File: src/rtl/sxs_pkg.sv
package sxs_pkg;

    typedef enum logic [2:0] {
        ST_IDLE,
        ST_FAULT,
        ST_SNAP,
        ST_LD_REQ,
        ST_LD_RSP,
        ST_ST_REQ,
        ST_WB,
        ST_FIN
    } sxs_state_e;

    localparam int          TY_W       = 3;
    localparam logic [2:0]  TY_SEALED  = 3'd4;
    localparam logic [2:0]  TY_SEALRET = 3'd5;
    localparam int          RA_INDEX   = 1;
    localparam int          SP_INDEX   = 2;

endpackage

File: src/rtl/sxs_guard.sv
module sxs_guard
    import sxs_pkg::*;
(
    input  logic            op_ret,
    input  logic            world_secure,
    input  logic            is_cap,
    input  logic            valid,
    input  logic [TY_W-1:0] ty,
    output logic            fault
);
    logic [TY_W-1:0] want_ty;

    always_comb begin
        want_ty = op_ret ? TY_SEALRET : TY_SEALED;
        fault   = !world_secure || !is_cap || !valid || (ty != want_ty);
    end
endmodule

File: src/rtl/sxs_slot_addr.sv
module sxs_slot_addr #(
    parameter int ADDR_W = 64,
    parameter int WORD_W = 128,
    parameter int IDX_W  = 5
) (
    input  logic [ADDR_W-1:0] base,
    input  logic [IDX_W-1:0]  idx,
    output logic [ADDR_W-1:0] addr
);
    localparam int SLOT_SH = $clog2(WORD_W / 8);

    always_comb begin
        addr = base + (ADDR_W'(idx) << SLOT_SH);
    end
endmodule

File: src/rtl/sxs_shadow.sv
module sxs_shadow #(
    parameter int WORD_W = 128,
    parameter int NREG   = 32,
    parameter int IDX_W  = 5
) (
    input  logic              clk,
    input  logic              we,
    input  logic [IDX_W-1:0]  widx,
    input  logic [WORD_W-1:0] wdata,
    input  logic [IDX_W-1:0]  ridx,
    output logic [WORD_W-1:0] rdata
);
    logic [WORD_W-1:0] snap_q [NREG];

    always_ff @(posedge clk) begin
        if (we) begin
            snap_q[widx] <= wdata;
        end
    end

    always_comb begin
        rdata = snap_q[ridx];
    end
endmodule

File: src/rtl/sxs_cap_pack.sv
module sxs_cap_pack
    import sxs_pkg::*;
#(
    parameter int ADDR_W = 64,
    parameter int WORD_W = 128,
    parameter int IDX_W  = 5
) (
    input  logic [TY_W-1:0]   ty,
    input  logic [ADDR_W-1:0] base,
    input  logic [IDX_W-1:0]  cnt,
    input  logic [IDX_W-1:0]  rg,
    output logic [WORD_W-1:0] word
);
    localparam int RG_LSB  = ADDR_W;
    localparam int CNT_LSB = ADDR_W + IDX_W;
    localparam int TY_LSB  = ADDR_W + 2 * IDX_W;
    localparam int VB_POS  = TY_LSB + TY_W;

    always_comb begin
        word                      = '0;
        word[ADDR_W-1:0]          = base;
        word[RG_LSB +: IDX_W]     = rg;
        word[CNT_LSB +: IDX_W]    = cnt;
        word[TY_LSB +: TY_W]      = ty;
        word[VB_POS]              = 1'b1;
    end
endmodule

File: src/rtl/seal_xfer_seq.sv
module seal_xfer_seq
    import sxs_pkg::*;
#(
    parameter int ADDR_W = 64,
    parameter int WORD_W = 128,
    parameter int NREG   = 32
) (
    input  logic                    clk,
    input  logic                    rst_n,
    input  logic                    start,
    input  logic                    op_ret,
    input  logic                    world_secure,
    input  logic                    opnd_is_cap,
    input  logic                    opnd_valid,
    input  logic [2:0]              opnd_type,
    input  logic [ADDR_W-1:0]       opnd_base,
    input  logic [$clog2(NREG)-1:0] opnd_count,
    input  logic [$clog2(NREG)-1:0] opnd_reg,
    input  logic [ADDR_W-1:0]       int_opnd,
    input  logic [WORD_W-1:0]       cur_pc,
    output logic [$clog2(NREG)-1:0] rf_raddr,
    input  logic [WORD_W-1:0]       rf_rdata,
    output logic                    rf_we,
    output logic [$clog2(NREG)-1:0] rf_waddr,
    output logic [WORD_W-1:0]       rf_wdata,
    output logic                    pc_we,
    output logic [WORD_W-1:0]       pc_wdata,
    output logic                    ehr_we,
    output logic [WORD_W-1:0]       ehr_wdata,
    output logic                    mem_req_valid,
    input  logic                    mem_req_ready,
    output logic                    mem_req_write,
    output logic [ADDR_W-1:0]       mem_req_addr,
    output logic [WORD_W-1:0]       mem_req_wdata,
    input  logic                    mem_rsp_valid,
    input  logic [WORD_W-1:0]       mem_rsp_rdata,
    output logic                    busy,
    output logic                    done,
    output logic                    exc
);
    localparam int IDX_W = $clog2(NREG);
    localparam logic [IDX_W-1:0] LAST_REG = IDX_W'(NREG - 1);
    localparam logic [IDX_W-1:0] ONE_IDX  = IDX_W'(1);
    localparam logic [IDX_W-1:0] RA_IDX   = IDX_W'(RA_INDEX);
    localparam logic [IDX_W-1:0] SP_IDX   = IDX_W'(SP_INDEX);

    sxs_state_e state_q, state_d;

    // Operation context captured when start is taken
    logic              ret_q;
    logic [ADDR_W-1:0] base_q;
    logic [IDX_W-1:0]  cnt_q;
    logic [IDX_W-1:0]  rg_q;
    logic [ADDR_W-1:0] int_q;
    logic [WORD_W-1:0] oldpc_q;
    logic [IDX_W-1:0]  idx_q;

    // Derived sequencing limits
    logic              mode_nz;
    logic [IDX_W-1:0]  snap_last;
    logic [IDX_W-1:0]  ld_last;
    logic [IDX_W-1:0]  st_last;
    logic              snap_none;

    logic              fault;
    logic              snap_we;
    logic [WORD_W-1:0] snap_rdata;
    logic [WORD_W-1:0] sealed_word;
    logic [TY_W-1:0]   new_ty;
    logic [WORD_W-1:0] resume_pc;

    sxs_guard u_guard (
        .op_ret       (op_ret),
        .world_secure (world_secure),
        .is_cap       (opnd_is_cap),
        .valid        (opnd_valid),
        .ty           (opnd_type),
        .fault        (fault)
    );

    sxs_slot_addr #(
        .ADDR_W (ADDR_W),
        .WORD_W (WORD_W),
        .IDX_W  (IDX_W)
    ) u_addr (
        .base (base_q),
        .idx  (idx_q),
        .addr (mem_req_addr)
    );

    sxs_shadow #(
        .WORD_W (WORD_W),
        .NREG   (NREG),
        .IDX_W  (IDX_W)
    ) u_shadow (
        .clk   (clk),
        .we    (snap_we),
        .widx  (idx_q),
        .wdata (rf_rdata),
        .ridx  (idx_q),
        .rdata (snap_rdata)
    );

    sxs_cap_pack #(
        .ADDR_W (ADDR_W),
        .WORD_W (WORD_W),
        .IDX_W  (IDX_W)
    ) u_pack (
        .ty   (new_ty),
        .base (base_q),
        .cnt  (cnt_q),
        .rg   (rg_q),
        .word (sealed_word)
    );

    always_comb begin
        mode_nz   = (rg_q != '0);
        snap_last = ret_q ? cnt_q : ONE_IDX;
        snap_none = (snap_last == '0);
        ld_last   = !ret_q ? cnt_q : (mode_nz ? ONE_IDX : LAST_REG);
        st_last   = ret_q ? cnt_q : ONE_IDX;
        new_ty    = ret_q ? TY_SEALED : TY_SEALRET;
        resume_pc = {oldpc_q[WORD_W-1:ADDR_W], int_q};
    end

    // Next-state logic
    always_comb begin
        state_d = state_q;
        unique case (state_q)
            ST_IDLE:   if (start) state_d = fault ? ST_FAULT : ST_SNAP;
            ST_FAULT:  state_d = ST_IDLE;
            ST_SNAP:   if (snap_none || idx_q == snap_last) state_d = ST_LD_REQ;
            ST_LD_REQ: if (mem_req_ready) state_d = ST_LD_RSP;
            ST_LD_RSP: if (mem_rsp_valid) state_d = (idx_q == ld_last) ? ST_ST_REQ : ST_LD_REQ;
            ST_ST_REQ: if (mem_req_ready && idx_q == st_last) state_d = ST_WB;
            ST_WB:     state_d = ST_FIN;
            ST_FIN:    state_d = ST_IDLE;
            default:   state_d = ST_IDLE;
        endcase
    end

    // State register
    always_ff @(posedge clk) begin
        if (!rst_n) begin
            state_q <= ST_IDLE;
        end else begin
            state_q <= state_d;
        end
    end

    // Context and slot index
    always_ff @(posedge clk) begin
        if (!rst_n) begin
            ret_q   <= 1'b0;
            base_q  <= '0;
            cnt_q   <= '0;
            rg_q    <= '0;
            int_q   <= '0;
            oldpc_q <= '0;
            idx_q   <= '0;
        end else begin
            unique case (state_q)
                ST_IDLE: begin
                    if (start) begin
                        ret_q   <= op_ret;
                        base_q  <= opnd_base;
                        cnt_q   <= opnd_count;
                        rg_q    <= opnd_reg;
                        int_q   <= int_opnd;
                        oldpc_q <= cur_pc;
                        idx_q   <= ONE_IDX;
                    end
                end
                ST_SNAP: begin
                    if (snap_none || idx_q == snap_last) idx_q <= '0;
                    else                                 idx_q <= idx_q + ONE_IDX;
                end
                ST_LD_RSP: begin
                    if (mem_rsp_valid) begin
                        if (idx_q == ld_last) idx_q <= '0;
                        else                  idx_q <= idx_q + ONE_IDX;
                    end
                end
                ST_ST_REQ: begin
                    if (mem_req_ready) idx_q <= idx_q + ONE_IDX;
                end
                default: ;
            endcase
        end
    end

    // Outputs
    always_comb begin
        busy          = (state_q != ST_IDLE);
        done          = 1'b0;
        exc           = 1'b0;
        snap_we       = 1'b0;
        rf_raddr      = ret_q ? idx_q : SP_IDX;
        rf_we         = 1'b0;
        rf_waddr      = idx_q;
        rf_wdata      = mem_rsp_rdata;
        pc_we         = 1'b0;
        pc_wdata      = mem_rsp_rdata;
        ehr_we        = 1'b0;
        ehr_wdata     = sealed_word;
        mem_req_valid = 1'b0;
        mem_req_write = 1'b0;
        mem_req_wdata = (idx_q == '0) ? (ret_q ? resume_pc : oldpc_q) : snap_rdata;
        unique case (state_q)
            ST_IDLE:  ;
            ST_FAULT: exc = 1'b1;
            ST_SNAP:  snap_we = !snap_none;
            ST_LD_REQ: mem_req_valid = 1'b1;
            ST_LD_RSP: begin
                if (mem_rsp_valid) begin
                    if (idx_q == '0) begin
                        pc_we = 1'b1;
                    end else begin
                        rf_we    = 1'b1;
                        rf_waddr = (ret_q && mode_nz) ? SP_IDX : idx_q;
                    end
                end
            end
            ST_ST_REQ: begin
                mem_req_valid = 1'b1;
                mem_req_write = 1'b1;
            end
            ST_WB: begin
                if (ret_q && !mode_nz) begin
                    ehr_we = 1'b1;
                end else begin
                    rf_we    = 1'b1;
                    rf_waddr = ret_q ? rg_q : RA_IDX;
                    rf_wdata = sealed_word;
                end
            end
            ST_FIN:  done = 1'b1;
            default: ;
        endcase
    end
endmodule

File: config.mk
export PLATFORM = sky130hd
export DESIGN_NAME = seal_xfer_seq
export DESIGN_NICKNAME = d
export VERILOG_FILES = /design/src/rtl/sxs_pkg.sv /design/src/rtl/sxs_guard.sv /design/src/rtl/sxs_slot_addr.sv /design/src/rtl/sxs_shadow.sv /design/src/rtl/sxs_cap_pack.sv /design/src/rtl/seal_xfer_seq.sv
export SDC_FILE = /design/constraint.sdc
export NUM_CORES = 2
export LEC_CHECK = 0
export BUFFER_PORTS_ARGS = -buffer_cell sky130_fd_sc_hd__buf_2
export CELL_PAD_IN_SITES_DETAIL_PLACEMENT = 1
export CELL_PAD_IN_SITES_GLOBAL_PLACEMENT = 1
export CORE_MARGIN = 5
export CORE_UTILIZATION = 30
export CTS_BUF_LIST = sky130_fd_sc_hd__clkbuf_8
export DETAILED_ROUTE_END_ITERATION = 7
export GPL_TIMING_DRIVEN = 0
export PLACE_DENSITY_LB_ADDON = 0.1
export SLEW_MARGIN = 15
export SYNTH_ARGS = -nofsm -noshare
export SYNTH_HDL_FRONTEND = slang
export SYNTH_SLANG_ARGS = --single-unit
export TNS_END_PERCENT = 5
File: constraint.sdc
create_clock -name clk -period 17.9 [get_ports clk]
set_input_delay 2.685 -clock clk [delete_from_list [all_inputs] [get_ports clk]]
set_output_delay 2.685 -clock clk [all_outputs]
set_load 0.01 [all_outputs]
# == Word level (Yosys, flattened, before mapping) ==
# Memories as Yosys holds them, arrays and structs flattened. A register that Yosys moved wholly into a read port is not among the register bits.
# Cells that the tools add are included.
# classes
n_addsub,2
n_mul,0
div,0
magnitude_cmp,0
n_eq_ne,16
n_shift,0
muxes,48
bitwise,0
reduce_logical,23
# ops
cell,count
two-way mux 128 bit,3
two-way mux 5 bit,16
adder 64 x 9 -> 64 bit,1
two-way mux 64 bit,1
case mux 3 bit (7 select lines),1
case mux 5 bit (4 select lines),1
two-way mux 3 bit,6
two-way mux 1 bit,17
"equality test 3 bit, second input constant",4
"inequality test 2 bit, second input constant",6
equality test 5 bit,2
logical NOT 5 bit,2
case mux 5 bit (2 select lines),1
"equality test 3 x 2 -> 1 bit, second input constant",2
"adder 5 x 1 -> 5 bit, second input constant",1
logical NOT 1 bit,5
AND reduction 5 bit,1
nonzero test 5 bit,1
logical OR 1 bit,4
AND reduction 4 bit,1
nonzero test 4 bit,1
OR reduction 2 bit,2
"equality test 3 x 1 -> 1 bit, second input constant",1
logical AND 1 bit,3
6 further kinds,6
# word_totals
ff_bits,275
latchBits,0
ramBits,4096
mem_bits_ro,0
elab_cells,98
mem_count,1
# mem_list
memory,words,width,read_ports,rd_clocked_by_memory_dff,wr,line_no,source
u_shadow.snap_q,32,128,1,1,1,sxs_shadow.sv:13,logic [WORD_W-1:0] snap_q [NREG];

# == Longest topological paths before layout ==
# logic_depth
depth_word,9
ltp_mapped,9
ltp_nobuf,8

# == Cells and area by module ==
# Synthesis repeated with hierarchy kept, for this count alone.
# unflattened
hier_cells,8535
area_unflattened_um2,171487.0
# modules_own_cells
module,instances,cells_each,area_each_um2
sxs_shadow,1,6307,154214.2
seal_xfer_seq,1,1871,14704.1
sxs_slot_addr,1,224,1576.5
sxs_cap_pack,1,130,968.4
sxs_guard,1,3,23.8

# == Worst setup path before layout ==
# OpenSTA, ideal clock, no wires.
# synth_timing
kind,reg2reg
startpoint,register state_q[2]
endpoint,"memory u_shadow.snap_q[14][0], enable pin"
t_arrival_ns,6.761
slack_ns,10.522
stages_incl_launch_ff,6
n_path_buf,1
synth_period_minus_slack_ns,7.378
path_cell_list,dfxtp_1 -> clkbuf_1 -> nand2b_1 -> a211oi_1 -> nand2_1 -> nor2_1
# synth_via
elab_chain_len,4
# synth_lines
item,line_no,source
start: declaration,seal_xfer_seq.sv:47,"sxs_state_e state_q, state_d;"
start signal: assignment,seal_xfer_seq.sv:147,state_q <= state_d;
equality test 3 x 2 -> 1 bit,seal_xfer_seq.sv:209,unique case (state_q)
two-way mux 1 bit,seal_xfer_seq.sv:209,
two-way mux 1 bit,sxs_shadow.sv:16,if (we) begin
two-way mux 1 bit (not written as such),sxs_shadow.sv:17,snap_q[widx] <= wdata;
end: declaration,sxs_shadow.sv:13,
# No other way between the ends.

==> impl_metrics.toml <==
[placed_design]
placed_area_um2 = 193300
gp_congestion = 0.9386
dpl.cell_count = 17071
hpwl_um = 485700
port_buffers = 1074

[grt]
track_usage_pct = 22.44
grt_pass1_vias = 98829
grt_max_degree = 33
antenna_found_initial = 194
grt_pass1_wl_um = 889800
grt_overflow_total = 0

[timing]
setup_tns_ps = 0
setup_violations = 0
finClkSkew_ps = 67.87
finalCritPeriodShare_pct = 52.10
hold_violations = 0
rsz0062_at_grt = "false"
period_minus_slack_ps = 9326
slew_viol_final = 0
max_slew_margin_pct = 15.24
fmaxAchievable_mhz = 107.2
worstMarginPinSlew_ps = 1271

[synth]
syn_avg_cell_area_um2 = 21.12
ys_top_cells_by_area = "edfxtp_1 72%, mux4_2 17%, dfxtp_1 3.3%"
synth_common_cells = "4096 x edfxtp_1, 1280 x mux4_2, 587 x nand2_1"
ys_warn_count = 0
synth_cell_types = 60
yosysTopAreaCell = "edfxtp_1"
synth_edf_count = 4096
ys_async_sr_fraction_pct = 0
ys_ff_latch = 4376
synth_flop_cell = "edfxtp_1"
synth.most_common_cell = "edfxtp_1"
netlist_area_um2 = 170600
synth_top_area_share_pct = 72.09
synthCells = 8079
seq_area_frac_synth_pct = 75.38

[finish]
multi_input_area_um2 = 39240
regArea_um2 = 128600
nets = 10851
layout.cells.non_filler = 18547
drive_gt1_share_pct = 37.53
final_util_pct = 36.53
areaGrowthSynthToFinish_pct = 21.63
design_area_um2 = 207500
fillCellCount = 55778

[floorplan]
die_h_um = 764.1
rows = 277
die_area_um2 = 583900
die_x_um = 764.1
top_level_ports = 1128
fp.coreArea_um2 = 568000
initial_utilization_pct = 30.04

[cts]
cts_buffers = 766
cts-resized-gates = 0
cts_buffer_depth = 4
clkSinkCount = 4376
cts_root_buffer = "clkbuf_8"
clk_pin_slew_ps = 60
htree_levels = 6
cts_tree = "yes"
postCtsHoldBufs = 0
post_cts_buffers = 0
clock_latency_ps = 1310

[worst_setup_path]
critPathLaunchType = "register"
worst_ep_arrival_time_ps = 6640
worstPathRequired_ps = 15210
reg2reg_to = "u_shadow.snap_q[0][82]"
reg2reg_slack_ps = 13200
crit_end = "mem_req_wdata[4]"
path_class = "register to output pin"
r2r_start = "cnt_q[1]"
crit_fanout = 12
r2r_cells = 9
worstSetupEndpointType = "output pin"

[drt]
wl_um = 671100
via_count = 92522
drt_iter0_markers = 7929
wire_per_inst_um = 36.18
ant_nets = 0
dr.pass1.iters = 5
viasPerCell = 4.989
drc = 0

[pwr]
power-per-cell-area_nw_per_um2 = 102.1
power.total_mw = 21.19
p_leak_nw = 66.83
vdd_drop_max_mv = 0.07719

[run_status]
outcome = "complete, no violations"

[worst_hold_path]
hold_path.class = "register to register"

[run]
cap_violations = 0
-- final cells by class --
cell class                 instances  area share [%]
clock buffer                     780           5.173
buffer                           651           1.625
multi-input combinational       3087           18.91
inverter                          16         0.02894
antenna                          115          0.1387
clock inverter                   580           1.524
sequential                      4376           61.97
timing repair buffer            1409           6.092
tap                             7533           4.542
-- worst min-delay path by stage --
stage,startpoint,endpoint,depth (start not counted)
after CTS,oldpc_q[63],oldpc_q[63],2
after global routing,int_q[50],int_q[50],2
final,oldpc_q[63],oldpc_q[63],2
after floorplan,int_q[0],int_q[0],2
after global placement,int_q[32],int_q[32],2
after detailed placement,oldpc_q[63],oldpc_q[63],2
-- cells by family after synthesis --
kind of cell               synth area share [%]
DFF                                       75.38
muxes                                     18.10
and+or+nand+nor                           2.487
buffers and inverters                     1.914
AOI/OAI and AO/OA                         1.722
xor gates and xnor gates                 0.3234
adders and majority gates               0.07774
other                                  0.004402
-- per-stage QoR --
stage               worst slack [ps]  hold WS (ps)
detailed placement              9704         447.7
global route                    8269         469.9
CTS                             8174         456.0
finish                          8574         451.2
floorplan                      10520         431.7
global placement              -548.9         441.9
-- cells in the final DEF (no fill, tap or decap), drive strengths merged, types with 17 or more instances in the layout --
| cell | synthesis | layout |
|---|---|---|
| dfxtp | 280 | 280 |
| nor3 | 19 | 19 |
| xnor2 | 36 | 36 |
| clkbuf | 312 | 1107 |
| a211oi | 66 | 66 |
| nor2 | 126 | 126 |
| nand2 | 587 | 587 |
| diode | 0 | 115 |
| nand4 | 18 | 18 |
| o21ai | 23 | 23 |
| edfxtp | 4096 | 4096 |
| conb | 2 | 53 |
| nor2b | 17 | 17 |
| mux2i | 129 | 129 |
| buf | 339 | 1733 |
| and2 | 109 | 109 |
| mux4 | 1280 | 1280 |
| a21oi | 406 | 406 |
| nand3 | 30 | 30 |
| mux2 | 67 | 67 |
| clkinv | 0 | 271 |
| inv | 16 | 310 |
| xor2 | 27 | 27 |
-- metal layers --
metal  share of wire [%]  track usage, %  up-vias
li1                    -               -    37858
met1                  39           27.54    50375
met2                  51           38.92     3180
met3                 6.3           4.754     1017
met4                 3.8           8.266       92
met5               0.088               0        -
-- flip-flops by register name, summed over array words and instances (netlist names), named ones only --
register,cells
u_shadow.snap_q,4096
ret_q,1
state_q,3
int_q,64
cnt_q,5
base_q,64
idx_q,5
oldpc_q,128
rg_q,5
-- power breakdown --
part,internal (mW),leakage [nW],switching (mW)
Sequential,11.2,39.1,0.0727
Clock,4.21,8.04,4.34
Combinational,0.490,19.7,0.853
Total,15.9,66.8,5.27
-- worst max-delay path, cell delays in order, from the launching register on --
cell and delay, ps:
dfxtp_1 500, clkbuf_1 380, buf_2 710, clkbuf_2 660
buf_16 220, clkbuf_1 690, mux4_2 420, mux4_2 520
mux2i_1 790, a21oi_1 200, buf_2 200
Note: power is estimated with default switching activity, not from simulation.
